`src/rtl/intc_pkg.sv`:
```
package intc_pkg;
  localparam int N_EXT = 9;

  // Fixed per-pin behaviour of the dedicated pins (bit i = source i)
  localparam logic [N_EXT-1:0] EXT_FALL    = 9'b0_0000_0001;
  localparam logic [N_EXT-1:0] EXT_RISE    = 9'b0_0000_0010;
  localparam logic [N_EXT-1:0] EXT_ACT_LOW = 9'b0_1010_1100;
  localparam logic [N_EXT-1:0] EXT_IDLE    = 9'b0_1010_1101;
  localparam logic [N_EXT-1:0] EXT_IRQ_CAP = 9'b0_1111_1111;
  localparam logic [N_EXT-1:0] EXT_FIQ_CAP = 9'b1_1011_0000;

  // Register map
  localparam int A_STATUS = 0;
  localparam int A_CLEAR  = 1;
  localparam int A_IMASK  = 2;
  localparam int A_FMASK  = 3;
  localparam int A_RAW    = 4;
endpackage

```
`src/rtl/intc_sync.sv`:
```
module intc_sync #(
  parameter int W = 1,
  parameter int STAGES = 2,
  parameter logic [W-1:0] IDLE = '0
) (
  input  logic         clk,
  input  logic         rst,
  input  logic [W-1:0] d_i,
  output logic [W-1:0] q_o
);
  logic [W-1:0] stg [STAGES];

  for (genvar s = 0; s < STAGES; s++) begin : g_stage
    if (s == 0) begin : g_first
      always_ff @(posedge clk) begin
        if (rst) stg[0] <= IDLE;
        else     stg[0] <= d_i;
      end
    end else begin : g_next
      always_ff @(posedge clk) begin
        if (rst) stg[s] <= IDLE;
        else     stg[s] <= stg[s-1];
      end
    end
  end

  assign q_o = stg[STAGES-1];
endmodule

```
`src/rtl/intc_detect.sv`:
```
module intc_detect #(
  parameter int W = 1,
  parameter logic [W-1:0] FALL = '0,
  parameter logic [W-1:0] RISE = '0,
  parameter logic [W-1:0] ACT_LOW = '0,
  parameter logic [W-1:0] IDLE = '0
) (
  input  logic         clk,
  input  logic         rst,
  input  logic [W-1:0] lvl_i,
  input  logic [W-1:0] clr_i,
  output logic [W-1:0] pend_o
);
  logic [W-1:0] prev;

  always_ff @(posedge clk) begin
    if (rst) prev <= IDLE;
    else     prev <= lvl_i;
  end

  for (genvar b = 0; b < W; b++) begin : g_src
    if (FALL[b] || RISE[b]) begin : g_edge
      logic hit;
      logic sticky;
      assign hit = FALL[b] ? (prev[b] & ~lvl_i[b]) : (~prev[b] & lvl_i[b]);
      // a new edge wins over a clear in the same cycle
      always_ff @(posedge clk) begin
        if (rst)           sticky <= 1'b0;
        else if (hit)      sticky <= 1'b1;
        else if (clr_i[b]) sticky <= 1'b0;
      end
      assign pend_o[b] = sticky;
    end else begin : g_level
      assign pend_o[b] = lvl_i[b] ^ ACT_LOW[b];
    end
  end
endmodule

```
`src/rtl/intc_regs.sv`:
```
module intc_regs
  import intc_pkg::*;
#(
  parameter int NS = 17,
  parameter int DATA_W = 32,
  parameter int ADDR_W = 3,
  parameter logic [NS-1:0] IRQ_CAP = '1,
  parameter logic [NS-1:0] FIQ_CAP = '0
) (
  input  logic              clk,
  input  logic              rst,
  input  logic              wr_i,
  input  logic [ADDR_W-1:0] addr_i,
  input  logic [DATA_W-1:0] wdata_i,
  input  logic [NS-1:0]     pend_i,
  input  logic [NS-1:0]     raw_i,
  output logic [NS-1:0]     irq_msk_o,
  output logic [NS-1:0]     fiq_msk_o,
  output logic [NS-1:0]     clr_o,
  output logic [DATA_W-1:0] rdata_o
);
  logic [DATA_W-1:0] rd_nxt;
  logic sel_clr, sel_im, sel_fm;

  assign sel_clr = (addr_i == ADDR_W'(A_CLEAR));
  assign sel_im  = (addr_i == ADDR_W'(A_IMASK));
  assign sel_fm  = (addr_i == ADDR_W'(A_FMASK));

  assign clr_o = (wr_i && sel_clr) ? wdata_i[NS-1:0] : '0;

  always_ff @(posedge clk) begin
    if (rst) begin
      irq_msk_o <= '0;
      fiq_msk_o <= '0;
    end else if (wr_i) begin
      if (sel_im) irq_msk_o <= wdata_i[NS-1:0] & IRQ_CAP;
      if (sel_fm) fiq_msk_o <= wdata_i[NS-1:0] & FIQ_CAP;
    end
  end

  always_comb begin
    rd_nxt = '0;
    case (addr_i)
      ADDR_W'(A_STATUS): rd_nxt[NS-1:0] = pend_i;
      ADDR_W'(A_IMASK):  rd_nxt[NS-1:0] = irq_msk_o;
      ADDR_W'(A_FMASK):  rd_nxt[NS-1:0] = fiq_msk_o;
      ADDR_W'(A_RAW):    rd_nxt[NS-1:0] = raw_i;
      default:           rd_nxt = '0;
    endcase
  end

  always_ff @(posedge clk) begin
    if (rst) rdata_o <= '0;
    else     rdata_o <= rd_nxt;
  end
endmodule

```
`src/rtl/intc_route.sv`:
```
module intc_route #(
  parameter int NS = 17
) (
  input  logic          clk,
  input  logic          rst,
  input  logic [NS-1:0] pend_i,
  input  logic [NS-1:0] irq_msk_i,
  input  logic [NS-1:0] fiq_msk_i,
  output logic          irq_o,
  output logic          fiq_o
);
  logic [NS-1:0] to_irq, to_fiq;

  // the fast path takes precedence for a source enabled in both masks
  assign to_fiq = pend_i & fiq_msk_i;
  assign to_irq = pend_i & irq_msk_i & ~fiq_msk_i;

  always_ff @(posedge clk) begin
    if (rst) begin
      irq_o <= 1'b0;
      fiq_o <= 1'b0;
    end else begin
      irq_o <= |to_irq;
      fiq_o <= |to_fiq;
    end
  end
endmodule

```
`src/rtl/mixed_irq_ctrl.sv`:
```
module mixed_irq_ctrl
  import intc_pkg::*;
#(
  parameter int PORT_W = 8,
  parameter int DATA_W = 32,
  parameter int ADDR_W = 3,
  parameter int SYNC_STAGES = 2
) (
  input  logic              clk,
  input  logic              rst,
  input  logic [N_EXT-1:0]  ext_pin_i,
  input  logic [PORT_W-1:0] gpio_i,
  input  logic              reg_wr_i,
  input  logic [ADDR_W-1:0] reg_addr_i,
  input  logic [DATA_W-1:0] reg_wdata_i,
  output logic [DATA_W-1:0] reg_rdata_o,
  output logic              irq_o,
  output logic              fiq_o
);
  localparam int NS = N_EXT + PORT_W;
  localparam logic [NS-1:0] IDLE_V  = {{PORT_W{1'b0}}, EXT_IDLE};
  localparam logic [NS-1:0] FALL_V  = {{PORT_W{1'b0}}, EXT_FALL};
  localparam logic [NS-1:0] RISE_V  = {{PORT_W{1'b0}}, EXT_RISE};
  localparam logic [NS-1:0] LOW_V   = {{PORT_W{1'b0}}, EXT_ACT_LOW};
  localparam logic [NS-1:0] IRQ_CAP = {{PORT_W{1'b1}}, EXT_IRQ_CAP};
  localparam logic [NS-1:0] FIQ_CAP = {{PORT_W{1'b0}}, EXT_FIQ_CAP};

  logic [NS-1:0] raw_sync, pend, clr, irq_msk, fiq_msk;

  intc_sync #(.W(NS), .STAGES(SYNC_STAGES), .IDLE(IDLE_V)) sync_i (
    .clk(clk), .rst(rst), .d_i({gpio_i, ext_pin_i}), .q_o(raw_sync)
  );

  intc_detect #(.W(NS), .FALL(FALL_V), .RISE(RISE_V), .ACT_LOW(LOW_V), .IDLE(IDLE_V)) det_i (
    .clk(clk), .rst(rst), .lvl_i(raw_sync), .clr_i(clr), .pend_o(pend)
  );

  intc_regs #(.NS(NS), .DATA_W(DATA_W), .ADDR_W(ADDR_W),
              .IRQ_CAP(IRQ_CAP), .FIQ_CAP(FIQ_CAP)) regs_i (
    .clk(clk), .rst(rst), .wr_i(reg_wr_i), .addr_i(reg_addr_i),
    .wdata_i(reg_wdata_i), .pend_i(pend), .raw_i(raw_sync),
    .irq_msk_o(irq_msk), .fiq_msk_o(fiq_msk), .clr_o(clr), .rdata_o(reg_rdata_o)
  );

  intc_route #(.NS(NS)) route_i (
    .clk(clk), .rst(rst), .pend_i(pend), .irq_msk_i(irq_msk),
    .fiq_msk_i(fiq_msk), .irq_o(irq_o), .fiq_o(fiq_o)
  );
endmodule

```
`config.mk`:
```
export PLATFORM = sky130hd
export DESIGN_NAME = mixed_irq_ctrl
export DESIGN_NICKNAME = d
export VERILOG_FILES = /design/src/rtl/intc_pkg.sv /design/src/rtl/intc_sync.sv /design/src/rtl/intc_detect.sv /design/src/rtl/intc_regs.sv /design/src/rtl/intc_route.sv /design/src/rtl/mixed_irq_ctrl.sv
export SDC_FILE = /design/constraint.sdc
export NUM_CORES = 1
export LEC_CHECK = 0
export CORE_MARGIN = 2
export CORE_UTILIZATION = 41
export CTS_CLUSTER_SIZE = 40
export DETAILED_ROUTE_END_ITERATION = 8
export HOLD_SLACK_MARGIN = 0.06
export PLACE_DENSITY = 0.73
export SLEW_MARGIN = 20
export SYNTH_ARGS = -nofsm -noshare
export SYNTH_HDL_FRONTEND = slang
export SYNTH_SLANG_ARGS = --single-unit
```
`constraint.sdc`:
```
create_clock -name clk -period 1.1 [get_ports clk]
set_input_delay 0.22 -clock clk [delete_from_list [all_inputs] [get_ports clk]]
set_output_delay 0.22 -clock clk [all_outputs]
set_load 0.01 [all_outputs]
```
# Yosys cells after proc, flatten, opt, wreduce, memory -nomap -nowiden
# Memory sizes are Yosys's and may differ from the RTL's.
# Cells that the tools add are included.
# word_totals
reg_bits	58
ram_bits	34
inputBits	55
mem_count	1
# memory_table
memory	depth	word_bits	read_ports	rd_ports_with_merged_regs	wr	line_no	text
sync_i.stg	2	17	2	0	2	intc_sync.sv:11	logic [W-1:0] stg [STAGES];
# op_classes
eq_ne	4
n_mux	11
n_bitwise	14
reduce_logical	8
# ops
cell	n
$pmux W17 S4	1
$and A17 B17 Y17	2
$mux W17	2
$reduce_or A17 Y1	2
$and A17 B9 Y17	1
$not A9 Y17	1
$mux W1	7
$eq A3 B2 Y1 const B	2
$not A1 Y1	6
$reduce_and A2 Y1	2
$reduce_bool A2 Y1	2
$eq A3 B1 Y1 const B	1
$eq A3 B3 Y1 const B	1
$logic_not A3 Y1	1
$and A1 B1 Y1	2
$mux W2	1
$or A1 B1 Y1	2
$logic_and A1 B1 Y1	1

# Depth between registers and ports, before layout
# Gate-level depths: netlist of the first run.
# logic_depth
ltp_word	5
ltp_mapped	6
depth_no_buf	4

# By module
# From an unflattened synthesis of the first run, not the netlist that was laid out.
# hier_totals
hier_cells	371
area_unflattened_um2	3438.3
# by_module_without_submodules
mod	instances	cells_each	area_each_um2	seq_area_each_um2
intc_regs	1	229	2010.7	740.7
intc_sync	1	71	909.6	680.7
intc_route	1	42	266.5	40.0
intc_detect	1	29	251.5	80.1

# Worst setup path after synthesis of the first run
# No wires, ideal clock.
# synth_timing
path_type	input to register
start	in reg_addr_i[2]
end	reg regs_i.irq_msk_o[10]
setup_time_ps	132
arrival_time_ps	959
required_ps	968
slack_ps	8
path_stages	6
path_buffers	2
cell_sequence	and2b_1 -> and3b_1 -> buf_4 -> buf_6 -> nand2_1 -> a21oi_1
# synth_via
elab_chain_cells	2
# synth_lines
element	line_no	text
start: declaration	mixed_irq_ctrl.sv:14	input logic [ADDR_W-1:0] reg_addr_i,
$eq A3 B2 Y1	intc_regs.sv:26	assign sel_im = (addr_i == ADDR_W'(A_IMASK));
$reduce_and A2 Y1 (no source line)	-	
end signal: assignment	intc_regs.sv:36	if (sel_im) irq_msk_o <= wdata_i[NS-1:0] & IRQ_CAP;
end: declaration	intc_regs.sv:17	output logic [NS-1:0] irq_msk_o,
# Every way passes these cells.
# A chain may end at the register's enable or synchronous reset.

==> results of run 1 <==
-- where the power goes --
part	switching, µW	internal [µW]	leakage [µW]	total, µW
sequential	41.2	2880	0.000631	2920
clock	1020	1100	0.000102	2120
combinational	222	277	0.000818	499
total	1280	4260	0.00155	5540
-- registers in the layout (all words and copies together), names as in the netlist --
| register | cells |
|---|---|
| regs_i.rdata_o | 17 |
| det_i.prev | 2 |
| regs_i.irq_msk_o | 16 |
| route_i.irq_o | 1 |
| regs_i.fiq_msk_o | 4 |
| sync_i.stg | 34 |
| det_i.g_src.g_edge.sticky | 2 |
| route_i.fiq_o | 1 |
-- cell families (layout without fill, tap and decap cells) --
kind of cell | Yosys count | after routing | share of synthesized area (%)
flops | 77 | 77 | 54.47
buf+inv | 35 | 101 | 7.206
other cells | 1 | 15 | 0.1325
compound gates | 50 | 50 | 10.35
simple gates | 133 | 133 | 25.33
mux | 7 | 7 | 2.520
-- final cells by class --
type	count	area share (%)
multi-input combinational	205	31.64
clock inverter	6	1.628
timing repair buffer	82	18.98
inverter	3	0.2991
tap	80	2.659
clock buffer	10	3.656
sequential	77	41.14
-- worst paths after layout --
kind | start | end | slack [ns] | cells after the start
worst min-delay path | reg_addr_i[1] | regs_i.rdata_o[8]$_SDFF_PP0_ | 0.28 | 3
worst max register to register | sync_i.stg[1][9]$_SDFF_PP0_ | route_i.irq_o$_SDFF_PP0_ | -0.05 | 4
worst min register to register | sync_i.stg[0][5]$_SDFF_PP1_ | sync_i.stg[1][5]$_SDFF_PP1_ | 0.41 | 1
worst max-delay path | sync_i.stg[1][9]$_SDFF_PP0_ | route_i.irq_o$_SDFF_PP0_ | -0.05 | 4
-- cell usage in the layout, fill, tap and decap left out, types with 6 or more instances in the layout --
cell	Yosys	final
a21oi_1	36	33
buf_2	4	20
buf_4	16	18
clkbuf_8	0	10
clkdlybuf4s50_1	0	34
conb_1	1	15
dfxtp_1	77	71
dfxtp_2	0	6
mux2i_1	6	6
nand2_1	37	37
nand2b_1	9	9
nand3b_1	10	10
nor2_1	16	15
nor2b_1	35	34
or2_2	13	12
-- synth_stat cells (all sizes together), types with 2 or more instances --
library cell,n,area (µm²)
nand3b,10,75.07
clkbuf,11,41.29
o21a,2,15.01
inv,3,11.26
nand3,3,15.01
buf,21,151.4
dfxtp,77,1541
nor2,16,60.06
nand2b,9,56.30
a22oi,4,30.03
or2,13,81.33
and3,3,18.77
nor2b,35,219.0
nor3,2,10.01
mux2i,6,60.06
nand2,37,138.9
a21oi,36,180.2
-- what timing repair did --
action / in CTS / in global routing
pin swaps: 5 / 9
gates cloned: 0 / 1
setup endpoints to repair: 58 / 27
gates resized for setup: 89 / 17
-- critical path, delay by kind of cell (launching register included) --
family	cells	cell delay, ns
AO/OA/AOI/OAI	3	0.49
flip-flops	1	0.33
AND/OR/NAND/NOR	1	0.20
-- layer usage --
metal	routed length [µm]	global-route usage, %	up-vias
li1	-	-	1116
met1	2698	20.49	982
met2	2894	26.72	64
met3	346	4.739	15
met4	165	8.523	0
met5	0	0	-
-- stage by stage --
stage	worst slack (ns)	cell area (µm²)
after floorplan	0.008481	2883
final	-0.04803	3765
after CTS	-0.04886	3716
after detailed placement	-0.5853	3576
after global placement	-0.5579	3576
after global routing	-0.1154	3765
==> metrics, run 1 <==
pwr/cell area=1472 nW/µm²; port buffer count=58; nets=433; standard-cell row count=30; first-pass GRT wire length=9597 µm; CTS H-Tree Depth=3; fin cells=463; setup_tns=-0.04803 ns; Final HPWL DP=4060 µm; worst endpoint data arrival time=1.37 ns; WHS=0.2832 ns; CP peak stage delay=0.33 ns; worst-path cell chain=a22o_1 > a221oi_2 > and3_1 > a31oi_1; EDFF count, synth=0; number of global-route vias before repair=2,098; clk slew on worst S/H paths=0.08 ns; Async SR Flop Fraction=0%; Synth warnings=0; status=complete, but fails checks; share of cells above drive strength 1=24.28%; Crit Path Max Fanout=2; worst skew pair latency=0.35 ns; sequential share of the synthesized area=54.47%; crit path launch type=flip-flop; DIE HEIGHT=87.09 µm; fillers=614; clk sinks=77; total CTS buffers=9; Storage cell area=1549 µm²; CP Class=flip-flop to flip-flop; Distinct cells, synth=34; endpoints failing hold=0; Synth Instances=303; GRT overflow=0; initial antenna violation count=0; max-cap violation count=0; WL per Instance=13.19 µm; Die X=87.09 µm; # hold bufs at CTS=0; P_leak=0.001552 µW; post-CTS setup repair buffer count=0; failing checks=negative setup slack; Post-Place Cells=446; largest net degree at the start of global routing=41; Seq cells post-synth=77; total number of vias=2,177; Multi-input gate area=1191 µm²; CTS tree=yes; Syn Std Cell Area=2830 µm²; final core occ=56.03%; Period minus WS final=1.148 ns; f_max=871.1 MHz; RePlAce Congestion=0.8351; Final Cycle Share=104.4%; syn_area_per_cell=9.341 µm²; Antenna diodes=0; fin worst setup slack=-0.04803 ns; DRC viols=0; post-route ant nets=0; area grow syn2layout=33.02%; Root Driver=clkbuf_8; RSZ-0062 raised after global routing=yes; Iter 0 DRT Violations=78; Worst Skew=0.01178 ns; Max Slew Vio Count=0; Vias/cell=4.702; Most used DFF post-synth=dfxtp_1; IO Pins=89; core area=6719 µm²; Initial Util=42.12%; die area=7584 µm²; Hold Path Class=input pin to flip-flop; maximum root-to-sink buffer count=2; drt pass-1 iters=4; Req. time, crit path=1.32 ns; peak supply drop=0.6960 mV; Final setup viols=1; total wire length=6106 µm; Crit. End Element=flip-flop; GR Util All Layers=16.71%; Tot Pwr=5540 µW; Critical Path Slowest Stage Cell=dfxtp_2
Note: power is estimated with default switching activity, not from simulation.
==> run 2: changes to the inputs <==
Settings changed: CORE_UTILIZATION 41 to 46, PLACE_DENSITY 0.73 to 0.77.
Clock period 1.1 ns to 1.3 ns, I/O delays scaled along.
==> run 2 against run 1 <==
  * Via count up 1.7%
  * Global-route usage is 1.4 points higher
  * The flow now finishes without violations
  * Critical path type is now input pin to flip-flop
  * Clock skew is 0.0032 ns lower
  * First-iteration DRC count grew 95%
==> metrics, run 2 (synthesis gave the netlist of run 1 again) <==
area grow syn2layout=31.79% (was 33.02%); hold endpoint=regs_i.irq_msk_o[2]$_SDFFE_PP0P_ (was regs_i.rdata_o[8]$_SDFF_PP0_); Period minus WS final=1.256 ns; post-route ant nets=0 (unchanged); Root Driver=clkbuf_8 (unchanged); port buffer count=58 (unchanged); Initial Util=47.80% (was 42.12%); fin worst setup slack=0.04378 ns (was -0.04803 ns); f_max=796.0 MHz; Storage cell area=1541 µm² (was 1549 µm²); Worst Skew=0.008542 ns (was 0.01178 ns); standard-cell row count=28 (was 30); clk sinks=77 (unchanged); Final HPWL DP=4148 µm (was 4060 µm); R2R Setup Slk=0.13 ns (was -0.05 ns); switch share=21.54% (was 23.10%); total CTS buffers=9 (unchanged); Vias/cell=4.900 (was 4.702); DIE HEIGHT=82.44 µm (was 87.09 µm); nets=427 (was 433); GR Util All Layers=18.13% (was 16.71%); crit path launch type=input pin (was flip-flop); worst-path cell chain=clkdlybuf4s50_1 > and2b_2 > and3b_2 > buf_6 > nand2_1 > a21oi_1 (was a22o_1 > a221oi_2 > and3_1 > a31oi_1); sequential share of power=51.2% (was 52.7%); fillers=506 (was 614); share of cells above drive strength 1=14.32% (was 24.28%); total wire length=5715 µm (was 6106 µm); most common cell after layout, fill and taps aside=dfxtp_1 (unchanged); WHS=0.2719 ns (was 0.2832 ns); Final setup viols=0 (was 1); Worst Setup SP=reg_addr_i[2] (was sync_i.stg[1][9]$_SDFF_PP0_); maximum root-to-sink buffer count=2 (unchanged); RSZ-0062 raised after global routing=no (was yes); CTS tree=yes (unchanged); Switch Pwr=1040 µW (was 1280 µW); largest net degree at the start of global routing=27 (was 41); number of global-route vias before repair=2,041 (was 2,098); peak supply drop=0.7319 mV (was 0.6960 mV); Multi-input gate area=1154 µm² (was 1191 µm²); Post-Place Worst Slack=-0.4336 ns (was -0.5853 ns); clock share of power=40.6% (was 38.3%); Antenna diodes=0 (unchanged); combinational share of power=8.3% (was 9.0%); DRC viols=0 (unchanged); Crit Path Max Fanout=10 (was 2); WL per Instance=12.64 µm (was 13.19 µm); GRT overflow=0 (unchanged); CTS H-Tree Depth=3 (unchanged); Reg-to-Reg Start=sync_i.stg[1][9]$_SDFF_PP0_ (unchanged); total number of vias=2,215 (was 2,177); Crit. End Element=flip-flop (unchanged); CP Class=input pin to flip-flop (was flip-flop to flip-flop); final core occ=63.00% (was 56.03%); Final Cycle Share=96.63%; P_leak=0.001543 µW (was 0.001552 µW); CP peak stage delay=0.48 ns (was 0.33 ns); Critical Path Slowest Stage Cell=clkdlybuf4s50_1 (was dfxtp_2); drt pass-1 iters=4 (unchanged); clk slew on worst S/H paths=0.07 ns (was 0.08 ns); endpoints failing hold=0 (unchanged); most frequent cells in the layout=dfxtp_1, nand2_1, a21oi_1, clkdlybuf4s50_1, nor2b_1 (was dfxtp_1, nand2_1, nor2b_1, clkdlybuf4s50_1, a21oi_1); Hold Path Class=input pin to flip-flop (unchanged); IO Pins=89 (unchanged); Int Power=3789 µW (was 4260 µW); r2r worst-path depth=4 (unchanged); first-pass GRT wire length=9121 µm (was 9597 µm); Die X=82.44 µm (was 87.09 µm); Max Slew Vio Count=0 (unchanged); Req. time, crit path=1.53 ns (was 1.32 ns); worst skew pair latency=0.34 ns (was 0.35 ns); core area=5921 µm² (was 6719 µm²); initial antenna violation count=0 (unchanged); Most flops, register=sync_i.stg (unchanged); FF-to-FF End=route_i.irq_o$_SDFF_PP0_ (unchanged); die area=6796 µm² (was 7584 µm²); max-cap violation count=0 (unchanged); Largest regs=sync_i.stg: 34 flops, regs_i.rdata_o: 17 flops, regs_i.irq_msk_o: 16 flops (unchanged); HP Start=rst (was reg_addr_i[1]); Worst Hold Depth=3 (unchanged); pwr/cell area=1295 nW/µm² (was 1472 nW/µm²); Iter 0 DRT Violations=152 (was 78); max FFs per register=34 (unchanged); worst endpoint data arrival time=1.49 ns (was 1.37 ns); RePlAce Congestion=0.8539 (was 0.8351); status=complete, no violations (was complete, but fails checks)
-- run 2: changes by cell type in the layout (fill, tap and decap cells not counted), sizes merged --
cell and delta:
buf -24, bufinv +1, dlygate4sd2 +19, clkinvlp -1, clkdlybuf4s50 +2, clkbuf -3
-- run 2: final cells by class --
cell class	count	area share (%)
sequential	77	41.33
multi-input combinational	205	30.93
timing repair buffer	76	18.99
clock buffer	10	3.690
tap	75	2.516
clock inverter	6	2.248
inverter	3	0.3019
-- run 2: power by group through the flow --
| stage | combinational, µW | sequential (µW) | clock [µW] |
|---|---|---|---|
| 2_1_floorplan | 224 | 2520 | 0 |
| 3_3_place_gp | 397 | 2520 | 0 |
| 3_5_place_dp | 401 | 2520 | 0 |
| 4_1_cts | 396 | 2470 | 2010 |
| 5_1_grt | 440 | 2480 | 2090 |
| 6_report | 399 | 2470 | 1960 |
-- run 2: timing repair --
| item | 4_1_cts | 5_1_grt |
|---|---|---|
| setup buffers | 0 | 1 |
| hold buffers | 0 | 0 |
| gates cloned | 0 | 0 |
| resized for setup | 21 | 8 |
| pin swaps | 0 | 1 |
| endpoints found under the setup margin | 35 | 20 |
-- run 2: layer usage --
layer	wire length [µm]	vias up	global-route usage, %	share of wire, %
met1	2489	1029	21.83	44
li1	-	1102	-	-
met5	0	-	0	0
met4	120	0	11.17	2.1
met2	2784	74	30.08	49
met3	320	10	3.043	5.6
-- run 2: how the worst max path moves through the flow --
stage / end / slack (ns)
final: regs_i.irq_msk_o[14]$_SDFFE_PP0P_ / 0.04
after global routing: regs_i.irq_msk_o[15]$_SDFFE_PP0P_ / 0.0005
after CTS: regs_i.fiq_msk_o[4]$_SDFFE_PP0P_ / 0.03
after detailed placement: regs_i.rdata_o[7]$_SDFF_PP0_ / -0.43
after global placement: regs_i.fiq_msk_o[4]$_SDFFE_PP0P_ / -0.37
after floorplan: regs_i.irq_msk_o[10]$_SDFFE_PP0P_ / 0.17
-- run 2: metrics by stage --
step / cell area (µm²) / TNS, ns / cells / power [µW]
after global routing: 3730 / 0 / 452 / 5011
after floorplan: 2883 / 0 / 317 / 2742
after detailed placement: 3500 / -12.80 / 435 / 2926
final: 3730 / 0 / 452 / 4829
after CTS: 3699 / 0 / 451 / 4880
after global placement: 3500 / -11.61 / 435 / 2919
-- run 2: critical path, delay by kind of cell --
kind | cells | cell delay [ns]
buf+inv | 2 | 0.62
simple gates | 3 | 0.55
compound gates | 1 | 0.05
